--- src/rtl/hc_regs_pkg.sv ---
package hc_regs_pkg;
   localparam int DATA_W = 32;

   typedef enum logic [1:0] {
      FS_RESET   = 2'b00,
      FS_RESUME  = 2'b01,
      FS_OPER    = 2'b10,
      FS_SUSPEND = 2'b11
   } fstate_e;

   localparam logic [7:0] OFS_CTRL  = 8'h00;
   localparam logic [7:0] OFS_CMD   = 8'h08;
   localparam logic [7:0] OFS_ISTAT = 8'h0C;
   localparam logic [7:0] OFS_IEN   = 8'h10;

   localparam int SRST_BIT  = 0;
   localparam int CLF_BIT   = 1;
   localparam int ROUTE_BIT = 4;
   localparam int OWN_BIT   = 30;
   localparam int MIE_BIT   = 31;
endpackage

--- src/rtl/hc_evt_bank.sv ---
module hc_evt_bank #(
   parameter int EW = 8
) (
   input  logic          clk,
   input  logic          rst_n,
   input  logic          clr_i,
   input  logic [EW-1:0] evt_i,
   input  logic [EW-1:0] w1c_i,
   input  logic          en_wr_i,
   input  logic [EW-1:0] en_wdata_i,
   input  logic          mie_wdata_i,
   output logic [EW-1:0] stat_o,
   output logic [EW-1:0] en_o,
   output logic          mie_o,
   output logic          pend_o
);
   logic [EW-1:0] stat_q;
   logic [EW-1:0] en_q;
   logic          mie_q;

   for (genvar i = 0; i < EW; i++) begin : g_cell
      always_ff @(posedge clk or negedge rst_n) begin
         if (!rst_n) begin
            stat_q[i] <= 1'b0;
         end else if (clr_i) begin
            stat_q[i] <= 1'b0;
         end else if (evt_i[i]) begin
            stat_q[i] <= 1'b1;
         end else if (w1c_i[i]) begin
            stat_q[i] <= 1'b0;
         end
      end
   end

   always_ff @(posedge clk or negedge rst_n) begin
      if (!rst_n) begin
         en_q  <= '0;
         mie_q <= 1'b0;
      end else if (clr_i) begin
         en_q  <= '0;
         mie_q <= 1'b0;
      end else if (en_wr_i) begin
         en_q  <= en_wdata_i;
         mie_q <= mie_wdata_i;
      end
   end

   assign stat_o = stat_q;
   assign en_o   = en_q;
   assign mie_o  = mie_q;
   assign pend_o = mie_q & (|(stat_q & en_q));
endmodule

--- src/rtl/hc_list_flag.sv ---
module hc_list_flag (
   input  logic clk,
   input  logic rst_n,
   input  logic clr_i,
   input  logic sw_set_i,
   input  logic pass_start_i,
   input  logic td_found_i,
   output logic flag_o
);
   logic flag_q;

   always_ff @(posedge clk or negedge rst_n) begin
      if (!rst_n) begin
         flag_q <= 1'b0;
      end else if (clr_i) begin
         flag_q <= 1'b0;
      end else if (sw_set_i || td_found_i) begin
         flag_q <= 1'b1;
      end else if (pass_start_i) begin
         flag_q <= 1'b0;
      end
   end

   assign flag_o = flag_q;
endmodule

--- src/rtl/hc_srst_seq.sv ---
module hc_srst_seq #(
   parameter int RST_CYC = 16
) (
   input  logic clk,
   input  logic rst_n,
   input  logic req_i,
   output logic busy_o,
   output logic clr_o
);
   localparam int CNT_W = (RST_CYC > 1) ? $clog2(RST_CYC) : 1;
   localparam logic [CNT_W-1:0] LOAD = CNT_W'(RST_CYC - 1);

   logic             busy_q;
   logic [CNT_W-1:0] cnt_q;
   logic             start;

   assign start = req_i & ~busy_q;

   always_ff @(posedge clk or negedge rst_n) begin
      if (!rst_n) begin
         busy_q <= 1'b0;
         cnt_q  <= '0;
      end else if (start) begin
         busy_q <= 1'b1;
         cnt_q  <= LOAD;
      end else if (busy_q) begin
         if (cnt_q == '0) begin
            busy_q <= 1'b0;
         end else begin
            cnt_q <= cnt_q - 1'b1;
         end
      end
   end

   assign busy_o = busy_q;
   assign clr_o  = start | busy_q;
endmodule

--- src/rtl/hc_cmdirq_regs.sv ---
module hc_cmdirq_regs
   import hc_regs_pkg::*;
#(
   parameter int ADDR_W  = 8,
   parameter int EVT_W   = 7,
   parameter int RST_CYC = 16,
   parameter bit IRQ_REG = 1'b0
) (
   input  logic              clk,
   input  logic              rst_n,
   input  logic              wr_en_i,
   input  logic [ADDR_W-1:0] addr_i,
   input  logic [31:0]       wdata_i,
   output logic [31:0]       rdata_o,
   input  logic [EVT_W-1:0]  evt_i,
   input  logic              own_evt_i,
   input  logic              pass_start_i,
   input  logic              td_found_i,
   output logic              clf_o,
   output logic              irq_o,
   output logic              hbm_block_o,
   output logic [1:0]        fstate_o,
   output logic              route_o
);
   localparam int EW = EVT_W + 1;

   if (EVT_W < 1 || EVT_W > 8) begin : g_bad_evt
      $error("EVT_W must be 1..8");
   end
   if (RST_CYC < 1 || RST_CYC > 1000) begin : g_bad_rst
      $error("RST_CYC must be 1..1000 to finish within the reset time limit");
   end
   if (ADDR_W < 5) begin : g_bad_addr
      $error("ADDR_W must reach offset 0x10");
   end

   logic          sel_ctrl, sel_cmd, sel_istat, sel_ien;
   logic          busy, clr, wr_ok, srst_req, sw_set_clf;
   logic [EW-1:0] evt_all, w1c, stat, en;
   logic          mie, pend, flag;
   fstate_e       fstate_q;
   logic          route_q;

   assign sel_ctrl  = (addr_i == ADDR_W'(OFS_CTRL));
   assign sel_cmd   = (addr_i == ADDR_W'(OFS_CMD));
   assign sel_istat = (addr_i == ADDR_W'(OFS_ISTAT));
   assign sel_ien   = (addr_i == ADDR_W'(OFS_IEN));

   assign wr_ok      = wr_en_i & ~busy;
   assign srst_req   = wr_ok & sel_cmd & wdata_i[SRST_BIT];
   assign sw_set_clf = wr_ok & sel_cmd & wdata_i[CLF_BIT];

   assign evt_all = {own_evt_i, evt_i};
   assign w1c     = (wr_ok & sel_istat) ? {wdata_i[OWN_BIT], wdata_i[EVT_W-1:0]} : '0;

   hc_srst_seq #(.RST_CYC(RST_CYC)) u_srst (
      .clk    (clk),
      .rst_n  (rst_n),
      .req_i  (srst_req),
      .busy_o (busy),
      .clr_o  (clr)
   );

   hc_evt_bank #(.EW(EW)) u_bank (
      .clk         (clk),
      .rst_n       (rst_n),
      .clr_i       (clr),
      .evt_i       (evt_all),
      .w1c_i       (w1c),
      .en_wr_i     (wr_ok & sel_ien),
      .en_wdata_i  ({wdata_i[OWN_BIT], wdata_i[EVT_W-1:0]}),
      .mie_wdata_i (wdata_i[MIE_BIT]),
      .stat_o      (stat),
      .en_o        (en),
      .mie_o       (mie),
      .pend_o      (pend)
   );

   hc_list_flag u_clf (
      .clk          (clk),
      .rst_n        (rst_n),
      .clr_i        (clr),
      .sw_set_i     (sw_set_clf),
      .pass_start_i (pass_start_i),
      .td_found_i   (td_found_i),
      .flag_o       (flag)
   );

   always_ff @(posedge clk or negedge rst_n) begin
      if (!rst_n) begin
         fstate_q <= FS_RESET;
         route_q  <= 1'b0;
      end else if (clr) begin
         fstate_q <= FS_SUSPEND;
      end else if (wr_ok && sel_ctrl) begin
         fstate_q <= fstate_e'(wdata_i[1:0]);
         route_q  <= wdata_i[ROUTE_BIT];
      end
   end

   if (IRQ_REG) begin : g_irq_reg
      logic irq_q;
      always_ff @(posedge clk or negedge rst_n) begin
         if (!rst_n) irq_q <= 1'b0;
         else        irq_q <= pend;
      end
      assign irq_o = irq_q;
   end else begin : g_irq_comb
      assign irq_o = pend;
   end

   always_comb begin
      rdata_o = '0;
      if (sel_ctrl) begin
         rdata_o[1:0]       = fstate_q;
         rdata_o[ROUTE_BIT] = route_q;
      end
      if (sel_cmd) begin
         rdata_o[SRST_BIT] = busy;
         rdata_o[CLF_BIT]  = flag;
      end
      if (sel_istat) begin
         rdata_o[EVT_W-1:0] = stat[EVT_W-1:0];
         rdata_o[OWN_BIT]   = stat[EW-1];
      end
      if (sel_ien) begin
         rdata_o[EVT_W-1:0] = en[EVT_W-1:0];
         rdata_o[OWN_BIT]   = en[EW-1];
         rdata_o[MIE_BIT]   = mie;
      end
   end

   assign clf_o       = flag;
   assign hbm_block_o = busy;
   assign fstate_o    = fstate_q;
   assign route_o     = route_q;
endmodule

--- config.mk ---
export PLATFORM = sky130hd
export DESIGN_NAME = hc_cmdirq_regs
export DESIGN_NICKNAME = d
export VERILOG_FILES = /design/src/rtl/hc_regs_pkg.sv /design/src/rtl/hc_evt_bank.sv /design/src/rtl/hc_list_flag.sv /design/src/rtl/hc_srst_seq.sv /design/src/rtl/hc_cmdirq_regs.sv
export SDC_FILE = /design/constraint.sdc
export NUM_CORES = 1
export LEC_CHECK = 0
export ABC_AREA = 1
export ABC_CLOCK_PERIOD_IN_PS = 1610
export BUFFER_PORTS_ARGS = -buffer_cell sky130_fd_sc_hd__buf_4
export CORE_ASPECT_RATIO = 1.25
export CORE_MARGIN = 3
export CORE_UTILIZATION = 45
export CTS_BUF_LIST = sky130_fd_sc_hd__clkbuf_4
export DETAILED_ROUTE_END_ITERATION = 10
export PLACE_DENSITY = 0.89
export REMOVE_ABC_BUFFERS = 1
export SETUP_SLACK_MARGIN = 0.2
export SLEW_MARGIN = 20
export SYNTH_ARGS = -nofsm -noshare
export SYNTH_HDL_FRONTEND = slang
export SYNTH_SLANG_ARGS = --single-unit
--- constraint.sdc ---
create_clock -name clk -period 1.61 [get_ports clk]
set_input_delay 0.161 -clock clk [delete_from_list [all_inputs] [get_ports clk]]
set_output_delay 0.161 -clock clk [all_outputs]
set_load 0.01 [all_outputs]
# [Word-level counts from Yosys, hierarchy flattened]
# Index checks and enable logic that the tools add are counted.
[word_totals] ramBits=0 ff_bits=26 mem_bits_ro=0 out_inout_bits=38 latch_bits=0 n_memories=0 inputBits=53 wordCells=98
[classes] div=0 add_sub_neg=1 eq_ne=4 magnitude_cmp=0 n_reduce_logical=19 shift=0 n_mux=47 bitwise=12 mul=0
[op_table] op="1-bit 2-to-1 mux" n=34
[op_table] op="3-bit nonzero test" n=9
[op_table] op="8-bit 2-to-1 mux" n=3
[op_table] op="8-bit by 4-bit == test with 1-bit output, second input constant" n=2
[op_table] op="7-bit 2-to-1 mux" n=2
[op_table] op="4-bit 2-to-1 mux" n=3
[op_table] op="2-bit 2-to-1 mux" n=5
[op_table] op="1-bit bitwise AND" n=8
[op_table] op="8-bit bitwise AND" n=1
[op_table] op="8-bit by 5-bit == test with 1-bit output, second input constant" n=1
[op_table] op="8-bit logical NOT" n=1
[op_table] op="8-bit OR reduction" n=1
[op_table] op="2-bit nonzero test" n=3
[op_table] op="4-bit logical NOT" n=1
[op_table] op="2-bit AND reduction" n=2
[op_table] op="4-bit by 1-bit subtractor with 4-bit output, second input constant" n=1
[op_table] op="2-bit by 1-bit inequality test with 1-bit output, second input constant" n=1
[op_table] op="1-bit NOT" n=2
[op_table] op="1-bit logical AND" n=1
[op_table] op="1-bit logical OR" n=1
[op_table] op="1-bit bitwise OR" n=1

# [Logic depth before layout (Yosys ltp)]
# Gate-level depths: netlist (run 1).
[logic_depth] word_depth=8 ltp_mapped=9 depth_no_buf=8

# [By module]
# A second synthesis (run 1) with hierarchy kept.
[hier_totals] hier_cells=253 hier_area_um2=1788.0
[by_module_without_submodules] module="hc_evt_bank" area_each_um2=780.7 cells_each=88 seq_area_each_um2=425.4 n_inst=1
[by_module_without_submodules] module="hc_cmdirq_regs" area_each_um2=664.4 cells_each=123 seq_area_each_um2=75.1 n_inst=1
[by_module_without_submodules] module="hc_srst_seq" area_each_um2=301.5 cells_each=37 seq_area_each_um2=125.1 n_inst=1
[by_module_without_submodules] module="hc_list_flag" area_each_um2=41.3 cells_each=5 seq_area_each_um2=25.0 n_inst=1

# [Least setup slack after synthesis (run 1)]
# Ideal clock, no wire load.
[synth_path] path_kind="flip-flop to flip-flop" start="register u_srst.cnt_q[0]" end="register u_srst.cnt_q[1]" arrival_ns=1.076 period_less_slack_ns=1.210 setup_time_ns=0.134 required_time_ns=1.476 stages_incl_launch_ff=7 path_slack_ns=0.400 n_path_buf=0 path_cell_list="dfrtp_1 > inv_1 > ha_1 > a31oi_4 > inv_1 > nand2_1 > o211ai_1"
[synth_via] elab_chain_len=4 elab_cells_between_ends=7 cone_classes="add/sub: 1; eq/ne: 1; mux: 3; reduce/logical: 2"
[synth_rtl] element="from (decl)" line="hc_srst_seq.sv:14" text="logic [CNT_W-1:0] cnt_q;"
[synth_rtl] element="from (signal assigned)" line="hc_srst_seq.sv:30" text="cnt_q <= cnt_q - 1'b1;"
[synth_rtl] element="4-bit by 1-bit subtractor with 4-bit output" line="hc_srst_seq.sv:30"
[synth_rtl] element="4-bit 2-to-1 mux" line="hc_srst_seq.sv:27" text="if (cnt_q == '0) begin"
[synth_rtl] element="4-bit 2-to-1 mux" line="hc_srst_seq.sv:26" text="end else if (busy_q) begin"
[synth_rtl] element="4-bit 2-to-1 mux" line="hc_srst_seq.sv:23" text="end else if (start) begin"
# Parallel ways exist; a longest one is shown, timed or not. The select of a mux whose other input is x is not followed.
# A chain may end at the register's enable or synchronous reset.

# [Worst setup path in the final report (run 1)]
[layout_path] start="register u_bank.stat_q[1] (netlist: u_bank.stat_o[1])" end="output irq_o"
[layout_via] elab_chain_len=3
[layout_rtl] element="from (decl)" line="hc_evt_bank.sv:17" text="logic [EW-1:0] stat_q;"
[layout_rtl] element="from (signal, indexed assignment)" line="hc_evt_bank.sv:24" text="stat_q[i] <= 1'b0;"
[layout_rtl] element="from (signal, indexed assignment)" line="hc_evt_bank.sv:26" text="stat_q[i] <= 1'b0;"
[layout_rtl] element="from (signal, indexed assignment)" line="hc_evt_bank.sv:28" text="stat_q[i] <= 1'b1;"
[layout_rtl] element="8-bit bitwise AND" line="hc_evt_bank.sv:51" text="assign pend_o = mie_q & (|(stat_q & en_q));"
[layout_rtl] element="8-bit OR reduction" line="hc_evt_bank.sv:51"
[layout_rtl] element="1-bit bitwise AND" line="hc_evt_bank.sv:51"
[layout_rtl] element="to (decl)" line="hc_cmdirq_regs.sv:20" text="output logic irq_o,"
# No other way between the ends.

==> results of run 1 <==
==> sequential cells by signal, summed over array words and instances, names as in the netlist <==
| register | count |
|---|---|
| fstate_o | 2 |
| route_o | 1 |
| u_bank.en_o | 8 |
| u_bank.mie_o | 1 |
| u_bank.stat_o | 8 |
| u_clf.flag_o | 1 |
| u_srst.busy_o | 1 |
| u_srst.cnt_q | 4 |
==> cell usage after synthesis, drive strengths merged <==
master and number:
o22ai 3, nand2 51, nor3 1, a21oi 13, inv 30, a22o 3
ha 2, dfrtp 26, o211ai 2, a31oi 1, or2 1, nand4 4
nand3 21, o21ai 10, buf 27, conb 1, nor2 21
==> timing repair <==
action                                  in CTS  in global routing
endpoints found under the setup margin       1                 11
setup buffers                                3                  6
endpoints found under the hold margin       26                  0
pin swaps                                    5                  4
hold buffers                                 1                  0
resized for setup                            0                 11
==> power groups by stage <==
stage	sequential, mW	clock, mW	combinational [mW]
after floorplan	0.706	0	0.100
after global placement	0.705	0	0.208
after detailed placement	0.706	0	0.213
after CTS	0.693	0.285	0.217
after global routing	0.697	0.307	0.252
final	0.694	0.276	0.223
==> layout by cell type, fill, tap and decap left out, drive strengths merged, types with 2 or more instances in the layout <==
master  synthesis  routed
o22ai           3       3
nand4           4       4
dfrtp          26      26
clkbuf          0       3
nor2           21      21
a22o            3       3
ha              2       2
buf            27      56
o21ai          10      10
conb            1      23
inv            30      30
o211ai          2       2
a21oi          13      13
nand3          21      21
nand2          51      51
==> kinds of logic after synthesis <==
kind of cell | Yosys count | synth area share
compound gates | 32 | 0.117
flops | 26 | 0.386
other cells | 1 | 0.00223
simple gates | 99 | 0.286
fa+ha+maj | 2 | 0.0149
buf+inv | 57 | 0.194
==> per-layer routing <==
| layer | GRT usage | share of wire | vias to the layer above |
|---|---|---|---|
| met2 | 0.334 | 0.52 | 66 |
| met1 | 0.192 | 0.37 | 732 |
| li1 | - | - | 764 |
| met4 | 0.0940 | 0.025 | 0 |
| met5 | 0 | 0 | - |
| met3 | 0.0191 | 0.082 | 7 |
==> worst register-to-register path: stages, from the launching register on <==
cell and delay [ps]:
dfrtp_1 400, inv_1 90, ha_1 240, a31oi_4 230, buf_4 150, nand3_1 60, nand3_1 90
==> area by class of cell <==
type | instances | area (um^2)
multi-input combinational | 156 | 808
timing repair buffer | 57 | 434
tap | 39 | 48.8
sequential | 26 | 651
inverter | 30 | 115
fill | 331 | 1460
clock buffer | 3 | 22.5
==> worst paths after layout <==
check	from	end	slack (ps)
max in group asynchronous	rst_n	u_bank.en_o[7]$_DFFE_PN0P_	1090
min in group asynchronous	rst_n	u_srst.cnt_q[1]$_DFFE_PN0P_	270
min reg2reg	u_srst.cnt_q[0]$_DFFE_PN0P_	u_srst.cnt_q[0]$_DFFE_PN0P_	530
max	u_bank.stat_o[1]$_DFFE_PN0P_	irq_o	170
min	evt_i[6]	u_bank.stat_o[6]$_DFFE_PN0P_	60
max reg2reg	u_srst.cnt_q[0]$_DFFE_PN0P_	u_srst.cnt_q[2]$_DFFE_PN0P_	310
==> summary.md, run 1 <==
| Metric | Value |
|---|---|
| Slowest cell delay on critical path | `410 ps` |
| Slowest cell on the critical path | `dfrtp_1` |
| Clk_lat worst skew | `~320 ps` |
| Yosys cell types | `26` |
| Run status | `completed` |
| Mapped Cells | `217` |
| Post-Syn Area | `roughly 1700 um^2` |
| Final nets | `329` |
| Starting density of the core | `0.475` |
| Number of diodes | `0` |
| Place WS | `222 ps` |
| Drt initial violations | `41` |
| Yosys reg bits | `26` |
| Max Freq | `0.696 GHz` |
| Minimum clock period | `1440 ps` |
| Pwr/cell area | `around 570 nW/um^2` |
| Cts bufs inserted | `3` |
| CP Capture Type | `output pin` |
| Area delta synth->final | `23.5%` |
| I/O pin count | `91` |
| Largest net degree at the start of global routing | `27` |
| TritonCTS Sinks | `26` |
| Ranking of synthesized cells by area | `dfrtp_1 39%, buf_4 11%, nand2_1 10%, inv_1 6.5%, nand3_1 5.9%` |
| Detailed Routing Iterations Pass 1 | `5` |
| WP data required | `about 1500 ps` |
| WL final | `~3800 um` |
| P_sw | `roughly 0.33 mW` |
| Fin util | `0.587` |
| CTS H-Tree Depth | `1` |
| Core Area | `3540 um^2` |
| Crit start category | `register` |
| Tot Pwr | `roughly 1.2 mW` |
| Total global-route track usage | `0.179` |
| Clk slew on worst S/H paths | `about 130 ps` |
| Row Count | `24` |
| WHS | `63.6 ps` |
| CP Cell Sequence | `a22o_1 -> nor2_1 -> a21oi_1 -> buf_4` |
| Final setup viols | `0` |
| Reg power frac | `0.582` |
| Number of I/O port buffers | `44` |
| Type of the tightest min-delay check | `input pin to register` |
| Via count | `1569` |
| Die ar. | `around 4500 um^2` |
| Seq/Total Area, Yosys | `0.386` |
| Initial antenna violation count | `0` |
| Pins over their slew limit | `0` |
| Unrepaired setup endpoints after global routing | `true` |
| DIE WIDTH | `60.7 um` |
| Post-route cell area | `2080 um^2` |
| DP HPWL | `between 2000 and 3000 um` |
| Top Family by Delay on Critical Path | `flip-flops` |
| First-pass GRT wire length | `6130 um` |
| VDD IR max | `0.361 mV` |
| DR WL/cell | `around 12 um` |
| # placed instances | `298` |
| Final Hold Fails | `0` |
| Die H | `74.4 um` |
| Fin cells | `311` |
| Area post-placement | `slightly below 2000 um^2` |
| Leak | `1.11 nW` |
| Syn Area/Cell | `7.76 um^2` |
| Post-synth top area share | `0.386` |
| GRT overflow | `0` |
| Sw Share | `0.275` |
| DRC errors left | `0` |
| Yosys warns | `0` |
| Post-synth top area cell | `dfrtp_1` |
| Critical-path maximum fanout | `2` |
| Critical path type | `register to output pin` |
| WP depth | `4` |
| Worst Skew | `1.17 ps` |
| Buf/Inv on CP | `1` |
| CTS Root Cell | `clkbuf_4` |
| Routability Congestion | `between 0.8 and 0.9` |
| Antenna-violating nets left | `0` |
| Setup TNS | `0 ps` |
| Share of cells above drive strength 1 | `0.298` |
| CTS max path bufs | `2` |
| Vias in the first global route | `1483` |
| Max cap viols | `0` |
| R2R depth | `6` |
| Fin crit share | `0.893` |
| Final worst slack | `~170 ps` |
| CP arrival | `1280 ps` |
| Clock share of power | `0.231` |
| Hold Path Cell Cnt | `3` |
| Int Pwr | `0.865 mW` |
| Avg Vias per Cell | `5.05` |
| Comb power frac | `0.187` |
| CTS tree | `done` |
Note: power is estimated with default switching activity, not from simulation.
==> inputs of run 2 (changes only) <==
--- a/config.mk
+++ b/config.mk
@@ -5,7 +5,7 @@
 export SDC_FILE = /design/constraint.sdc
 export NUM_CORES = 1
 export LEC_CHECK = 0
-export ABC_AREA = 1
+export ABC_AREA = 0
 export ABC_CLOCK_PERIOD_IN_PS = 1610
 export BUFFER_PORTS_ARGS = -buffer_cell sky130_fd_sc_hd__buf_4
 export CORE_ASPECT_RATIO = 1.25
@@ -13,7 +13,7 @@
 export CORE_UTILIZATION = 45
 export CTS_BUF_LIST = sky130_fd_sc_hd__clkbuf_4
 export DETAILED_ROUTE_END_ITERATION = 10
-export PLACE_DENSITY = 0.89
+export PLACE_DENSITY = 0.87
 export REMOVE_ABC_BUFFERS = 1
 export SETUP_SLACK_MARGIN = 0.2
 export SLEW_MARGIN = 20
==> constraint.sdc (replaced) <==
create_clock -name clk -period 1.61 [get_ports clk]
set_input_delay 0.161 -clock clk [delete_from_list [all_inputs] [get_ports clk]]
set_output_delay 0.161 -clock clk [all_outputs]
set_load 0.02 [all_outputs]
==> run 2 against run 1 <==
  * Synthesized cell count fell by 12%
  * Worst setup slack got worse by 140 ps
  * Non-clock buffer count rose by 23
  * Sequential power fell by 1%
  * First-iteration DRC count rose by 51%
  * Register-to-register slack got worse by 130 ps
  * Combinational power rose by 57%
  * Die area rose by 10%
  * Clock skew rose by 8.2 ps
  * Sequential share of layout area fell by 6.2 points
  * Cell count rose by 1.3%
  * Utilization rose by 7.8 points
  * Largest cell class unchanged
==> summary.md, run 2 <==
| Metric | Value |
|---|---|
| Buf/Inv on CP | `1 (unchanged)` |
| Drt initial violations | `62 (was 41)` |
| Detailed Routing Iterations Pass 1 | `4 (was 5)` |
| Post-synth top area cell | `dfrtp_1 (unchanged)` |
| Top_reg_cell synth | `dfrtp_1 (unchanged)` |
| Mapped Cells | `192 (was 217)` |
| Ys async rst share | `1.00 (unchanged)` |
| CTS Root Cell | `clkbuf_4 (unchanged)` |
| Routability Congestion | `0.938 (was 0.838)` |
| Post-synth top cells | `26 x dfrtp_1, 24 x buf_4, 13 x a21oi_1, 13 x nand4_1, 12 x inv_1 (was 46 x nand2_1, 29 x inv_1, 26 x dfrtp_1)` |
| Unrepaired setup endpoints after global routing | `true (unchanged)` |
| EDFF count, synth | `0 (unchanged)` |
| Type of the tightest min-delay check | `input pin to register (unchanged)` |
| Post-synth top area share | `0.347 (was 0.386)` |
| Critical-path maximum fanout | `2 (unchanged)` |
| I/O pin count | `91 (unchanged)` |
| Core Area | `3910 um^2 (was 3540 um^2)` |
| Top Family by Delay on Critical Path | `compound AO/OA/AOI/OAI gates (was flip-flops)` |
| Place WS | `2.51 ps (was 222 ps)` |
| Worst Skew | `9.34 ps (was 1.17 ps)` |
| DR WL/cell | `17.6 um (was 12.3 um)` |
| Yosys reg bits | `26 (unchanged)` |
| Clk_lat worst skew | `340 ps (was 320 ps)` |
| Vias in the first global route | `1750 (was 1483)` |
| Pwr/cell area | `577 nW/um^2 (was 573 nW/um^2)` |
| CTS max path bufs | `2 (unchanged)` |
| Slowest cell delay on critical path | `400 ps (was 410 ps)` |
| Final setup viols | `0 (unchanged)` |
| Max Freq | `0.636 GHz (was 0.696 GHz)` |
| Total global-route track usage | `0.214 (was 0.179)` |
| Die H | `78.2 um (was 74.4 um)` |
| Clk slew on worst S/H paths | `150 ps (was 130 ps)` |
| Die ar. | `4980 um^2 (was 4520 um^2)` |
| Starting density of the core | `0.480 (was 0.475)` |
| Slowest cell on the critical path | `dfrtp_1 (unchanged)` |
| # placed instances | `291 (was 298)` |
| TritonCTS Sinks | `26 (unchanged)` |
| Syn Area/Cell | `9.77 um^2 (was 7.76 um^2)` |
| Post-Syn Area | `1880 um^2 (was 1680 um^2)` |
| DP HPWL | `3530 um (was 2810 um)` |
| Initial antenna violation count | `0 (unchanged)` |
| CTS tree | `done (unchanged)` |
| Cts bufs inserted | `3 (unchanged)` |
| CP Capture Type | `output pin (unchanged)` |
| Leak | `1.17 nW (was 1.11 nW)` |
| Final Hold Fails | `0 (unchanged)` |
| Via count | `1852 (was 1569)` |
| Fin cells | `315 (was 311)` |
| Headroom to the max-slew limit | `0.635` |
| Max cap viols | `0 (unchanged)` |
| Minimum clock period | `1570 ps (was 1440 ps)` |
| GRT overflow | `0 (unchanged)` |
| Share of cells above drive strength 1 | `0.475 (was 0.298)` |
| Number of I/O port buffers | `44 (unchanged)` |
| Yosys warns | `0 (unchanged)` |
| Final worst slack | `37.8 ps (was 173 ps)` |
| Avg Vias per Cell | `5.88 (was 5.05)` |
| Row Count | `25 (was 24)` |
| Crit start category | `register (unchanged)` |
| Antenna-violating nets left | `0 (unchanged)` |
| Pins over their slew limit | `0 (unchanged)` |
| CTS H-Tree Depth | `1 (unchanged)` |
| Seq/Total Area, Yosys | `0.347 (was 0.386)` |
| Most frequent cells in the layout | `66 x buf_4, 25 x dfrtp_1, 23 x conb_1, 13 x nand4_1, 12 x buf_6 (was 55 x buf_4, 45 x nand2_1, 26 x inv_1, 26 x dfrtp_1, 23 x conb_1)` |
| Run status | `completed (unchanged)` |
| Ranking of synthesized cells by area | `dfrtp_1 35%, buf_4 9.6%, o31ai_2 6.0%, nand4_1 4.3%, a41oi_1 4.2% (was dfrtp_1 39%, buf_4 11%, nand2_1 10%, inv_1 6.5%, nand3_1 5.9%)` |
| Area delta synth->final | `38.6% (was 23.5%)` |
| WL final | `5560 um (was 3810 um)` |
| WHS | `18.6 ps (was 63.6 ps)` |
| Leading cell type in the layout, fill and taps excluded | `buf_4 (unchanged)` |
| DIE WIDTH | `63.7 um (was 60.7 um)` |
| WP data required | `1450 ps (about the same)` |
| VDD IR max | `0.414 mV (was 0.361 mV)` |
| Final nets | `317 (was 329)` |
| First-pass GRT wire length | `8430 um (was 6130 um)` |
| CP Cell Sequence | `o21a_1 -> o211ai_1 -> o21ai_1 -> buf_4 (was a22o_1 -> nor2_1 -> a21oi_1 -> buf_4)` |
| Critical path type | `register to output pin (unchanged)` |
| DRC errors left | `0 (unchanged)` |
| Fin crit share | `0.977 (was 0.893)` |
| Most common cell in the netlist | `dfrtp_1 (was nand2_1)` |
| CP arrival | `1410 ps (was 1280 ps)` |
| Yosys cell types | `44 (was 26)` |
| Number of diodes | `0 (unchanged)` |
| Worst-Margin Slew | `around 550 ps` |
| Largest net degree at the start of global routing | `27 (unchanged)` |
run 2: changes by cell type in the layout (fill, tap and decap cells not counted), sizes merged, moves of 10 or more:
cell | before | now
inv | 30 | 12
a41oi | 0 | 10
nor2 | 21 | 3
nand3 | 21 | 1
o21a | 0 | 10
nand2 | 51 | 2
buf | 56 | 79
run 2: area by class of cell:
type | count | area [um^2]
Sequential cell | 26 | 652
Timing Repair Buffer | 80 | 661
Tap cell | 54 | 67.6
Multi-Input combinational cell | 139 | 1120
Inverter | 12 | 45.0
Fill cell | 305 | 1310
Clock inverter | 1 | 30.0
Clock buffer | 3 | 22.5
run 2: timing repair:
action,CTS,global route
endpoints found under the hold margin,26,0
pin swaps,8,18
buffers inserted,12,7
setup endpoints to repair,13,24
resized for setup,16,23
hold buffers,1,0
run 2: worst paths after layout:
path                                     startpoint                      endpoint  slack (ps)  cells after the start
setup reg to reg            u_srst.busy_o$_DFF_PN0_   u_srst.cnt_q[2]$_DFFE_PN0P_         180                      5
hold reg to reg            u_bank.mie_o$_DFFE_PN0P_      u_bank.mie_o$_DFFE_PN0P_         570                      2
hold / removal                            own_evt_i  u_bank.stat_o[7]$_DFFE_PN0P_          20                      2
min in group asynchronous                     rst_n  u_bank.stat_o[6]$_DFFE_PN0P_         240                      2
max in group asynchronous                     rst_n       u_srst.busy_o$_DFF_PN0_        1080                      2
setup / recovery           u_clf.flag_o$_DFFE_PN0P_                    rdata_o[1]          40                      4
run 2: kinds of logic (layout without fill, tap and decap cells):
| family | count (synthesis) | in the layout | share of synthesized area |
|---|---|---|---|
| AOI/OAI and AO/OA | 67 | 67 | 0.281 |
| buffers and inverters | 49 | 96 | 0.159 |
| and+or+nand+nor | 45 | 45 | 0.186 |
| DFF | 26 | 26 | 0.347 |
| adders and majority gates | 2 | 2 | 0.0133 |
| muxes | 2 | 2 | 0.0113 |
| other | 1 | 23 | 0.00200 |
run 2: power breakdown:
part	switching, mW	leakage (nW)	internal [mW]
combinational	0.199	0.834	0.150
sequential	0.0152	0.305	0.669
clock	0.214	0.0279	0.252
run 2: through the flow:
step / instance area, um^2 / setup TNS (ps) / util / power [mW]
final: 2600 / 0 / 0.665 / 1.50
after global routing: 2600 / -9.04 / 0.665 / 1.55
after CTS: 2450 / 0 / 0.628 / 1.46
after detailed placement: 2230 / 0 / 0.572 / 0.978
after global placement: 2230 / -81.3 / 0.572 / 0.971
after floorplan: 1700 / -145 / - / 0.829
run 2: layer usage:
metal | vias to the layer above | global-route usage | part of all wire
li1 | 831 | - | -
met1 | 900 | 0.268 | 0.40
met2 | 106 | 0.349 | 0.49
met5 | - | 0 | 0
met4 | 0 | 0.125 | 0.031
met3 | 15 | 0.0286 | 0.078
==> inputs of run 3 (changes only) <==
--- a/config.mk
+++ b/config.mk
@@ -5,15 +5,15 @@
 export SDC_FILE = /design/constraint.sdc
 export NUM_CORES = 1
 export LEC_CHECK = 0
-export ABC_AREA = 0
+export ABC_AREA = 1
 export ABC_CLOCK_PERIOD_IN_PS = 1610
-export BUFFER_PORTS_ARGS = -buffer_cell sky130_fd_sc_hd__buf_4
 export CORE_ASPECT_RATIO = 1.25
 export CORE_MARGIN = 3
 export CORE_UTILIZATION = 45
 export CTS_BUF_LIST = sky130_fd_sc_hd__clkbuf_4
 export DETAILED_ROUTE_END_ITERATION = 10
-export PLACE_DENSITY = 0.87
+export DONT_BUFFER_PORTS = 1
+export PLACE_DENSITY = 0.69
 export REMOVE_ABC_BUFFERS = 1
 export SETUP_SLACK_MARGIN = 0.2
 export SLEW_MARGIN = 20
==> run 3 against run 2 <==
  * Fmax is 11% higher
  * Routed wire length is 34% lower
  * Utilization is 11 points lower
  * Critical path type unchanged
  * Critical endpoint is now irq_o
==> summary.md, run 3 (synthesized netlist as in run 1, its figures left out) <==
| Metric | Value |
|---|---|
| Run status | `completed (unchanged)` |
| Max cap viols | `0 (unchanged)` |
| Final Hold Fails | `0 (unchanged)` |
| Unrepaired setup endpoints after global routing | `true (unchanged)` |
| Worst-Margin Slew | `500 ps (was 547 ps)` |
| Fin crit share | `0.879 (was 0.977)` |
| Crit start category | `register (unchanged)` |
| Starting density of the core | `0.475 (was 0.480)` |
| Worst Skew | `11.7 ps (was 9.34 ps)` |
| Hold_sp | `wdata_i[6] (was own_evt_i)` |
| First-pass GRT wire length | `5860 um (was 8430 um)` |
| Buf/Inv on CP | `1 (unchanged)` |
| Top Family by Delay on Critical Path | `compound AO/OA/AOI/OAI gates (unchanged)` |
| Post-route cell area | `1970 um^2 (was 2600 um^2)` |
| Pwr/cell area | `689 nW/um^2 (was 577 nW/um^2)` |
| Minimum clock period | `1420 ps (was 1570 ps)` |
| Via count | `1463 (was 1852)` |
| WHS | `13.7 ps (was 18.6 ps)` |
| Critical-path maximum fanout | `3 (was 2)` |
| Drt initial violations | `38 (was 62)` |
| Place WS | `269 ps (was 2.51 ps)` |
| GRT overflow | `0 (unchanged)` |
| Antenna-violating nets left | `0 (unchanged)` |
| Final setup viols | `0 (unchanged)` |
| Share of cells above drive strength 1 | `0.153 (was 0.475)` |
| Initial antenna violation count | `0 (unchanged)` |
| Area post-placement | `1670 um^2 (was 2230 um^2)` |
| CTS tree | `done (unchanged)` |
| Fin cells | `287 (was 315)` |
| Type of the tightest min-delay check | `input pin to register (unchanged)` |
| I/O pin count | `91 (unchanged)` |
| CTS H-Tree Depth | `1 (unchanged)` |
| CP Capture Type | `output pin (unchanged)` |
| Pins over their slew limit | `0 (unchanged)` |
| DRC errors left | `0 (unchanged)` |
| R2R setup slack | `300 ps (was 180 ps)` |
| Detailed Routing Iterations Pass 1 | `4 (unchanged)` |
| Most frequent cells in the layout | `46 x nand2_1, 28 x inv_1, 25 x dfrtp_1, 23 x conb_1, 20 x nand3_1 (was 66 x buf_4, 25 x dfrtp_1, 23 x conb_1, 13 x nand4_1, 12 x buf_6)` |
| Setup TNS | `0 ps (unchanged)` |
| TritonCTS Sinks | `26 (unchanged)` |
| CP arrival | `1250 ps (was 1410 ps)` |
| Area delta synth->final | `16.9% (was 38.6%)` |
| Number of I/O port buffers | `0 (was 44)` |
| Critical path type | `register to output pin (unchanged)` |
| Slowest cell delay on critical path | `360 ps (was 400 ps)` |
| Hold Path Cell Cnt | `2 (unchanged)` |
| Core Area | `3540 um^2 (was 3910 um^2)` |
| CTS Root Cell | `clkbuf_4 (unchanged)` |
| Clk_lat worst skew | `330 ps (was 340 ps)` |
| Fill cell count | `341 (was 305)` |
| # placed instances | `260 (was 291)` |
| Cts bufs inserted | `3 (unchanged)` |
| DP HPWL | `2610 um (was 3530 um)` |
| Leading cell type in the layout, fill and taps excluded | `nand2_1 (was buf_4)` |
| Multi-input gate area | `802 um^2 (was 1120 um^2)` |
| Register area | `652 um^2 (unchanged)` |
| CTS max path bufs | `2 (unchanged)` |
| Hold Path End | `u_bank.en_o[6]$_DFFE_PN0P_ (was u_bank.stat_o[7]$_DFFE_PN0P_)` |
| Reg-to-reg critical path startpoint | `u_srst.cnt_q[0]$_DFFE_PN0P_ (was u_srst.busy_o$_DFF_PN0_)` |
| WP depth | `4 (unchanged)` |
| Headroom to the max-slew limit | `0.666 (was 0.635)` |
| DR WL/cell | `12.9 um (was 17.6 um)` |
| Final worst slack | `195 ps (was 37.8 ps)` |
| DIE WIDTH | `60.7 um (was 63.7 um)` |
| Largest net degree at the start of global routing | `27 (unchanged)` |
| Slowest cell on the critical path | `dfrtp_1 (unchanged)` |
| WP data required | `1450 ps (about the same)` |
| Vias in the first global route | `1330 (was 1750)` |
| Avg Vias per Cell | `5.10 (was 5.88)` |
| Die ar. | `4520 um^2 (was 4980 um^2)` |
| Die H | `74.4 um (was 78.2 um)` |
| Number of diodes | `0 (unchanged)` |
| Final nets | `304 (was 317)` |
| Leak | `0.997 nW (was 1.17 nW)` |
| Max Freq | `0.707 GHz (was 0.636 GHz)` |
| Clk slew on worst S/H paths | `150 ps (about the same)` |
| WL final | `3690 um (was 5560 um)` |
| VDD IR max | `0.653 mV (was 0.414 mV)` |
| Routability Congestion | `0.747 (was 0.938)` |
| R2R depth | `7 (was 5)` |
| CP Cell Sequence | `inv_1 -> o22ai_1 -> nor2_1 -> a21oi_2 (was o21a_1 -> o211ai_1 -> o21ai_1 -> buf_4)` |
| Worst reg2reg endpoint | `u_srst.cnt_q[3]$_DFFE_PN0P_ (was u_srst.cnt_q[2]$_DFFE_PN0P_)` |
| Total global-route track usage | `0.170 (was 0.214)` |
| Row Count | `24 (was 25)` |
## run 3: cell types whose count changed in the layout (fill, tap and decap cells not counted), sizes merged, moves of 17 or more
cell / delta
buf: -65
nand2: +49
nand3: +20
inv: +18
nor2: +18
dlygate4sd3: +17
## run 3: power breakdown
part,internal [mW],switching (mW),leakage (nW)
clock network,0.252,0.196,0.0279
registers,0.677,0.0280,0.306
logic,0.0739,0.129,0.663
total,1.00,0.354,0.997
## run 3: area by class of cell
class,instances,share of cell area
clock inverter,1,0.0152
tap,39,0.0248
clock buffer,3,0.0114
multi-input combinational,156,0.407
inverter,30,0.0572
timing repair buffer,32,0.153
sequential,26,0.331
## run 3: repair_timing
item | CTS | global route
hold buffers | 19 | 0
buffers inserted | 2 | 2
endpoints found under the setup margin | 1 | 7
hold endpoints to repair | 44 | 0
pin swaps | 4 | 4
resized for setup | 1 | 5
## run 3: through the flow
stage,power [mW],util
after CTS,1.37,0.548
final,1.36,0.556
after global placement,0.857,0.471
after global routing,1.42,0.556
after detailed placement,0.859,0.471
after floorplan,0.837,-
## run 3: worst max-delay path by stage
stage | from | endpoint | slack, ps
after detailed placement | addr_i[3] | rdata_o[4] | 270
after floorplan | u_srst.busy_o$_DFF_PN0_ | u_srst.cnt_q[1]$_DFFE_PN0P_ | 310
after CTS | u_bank.stat_o[7]$_DFFE_PN0P_ | irq_o | 190
after global placement | addr_i[3] | rdata_o[4] | 270
after global routing | u_bank.stat_o[7]$_DFFE_PN0P_ | irq_o | 130
final | u_bank.en_o[7]$_DFFE_PN0P_ | irq_o | 190
## run 3: per-layer routing
layer  share of wire  GRT usage  wire length [um]
met1            0.41      0.204              1520
met4           0.020     0.0699                73
met5               0          0                 0
met2            0.50      0.294              1830
met3           0.071     0.0295               261
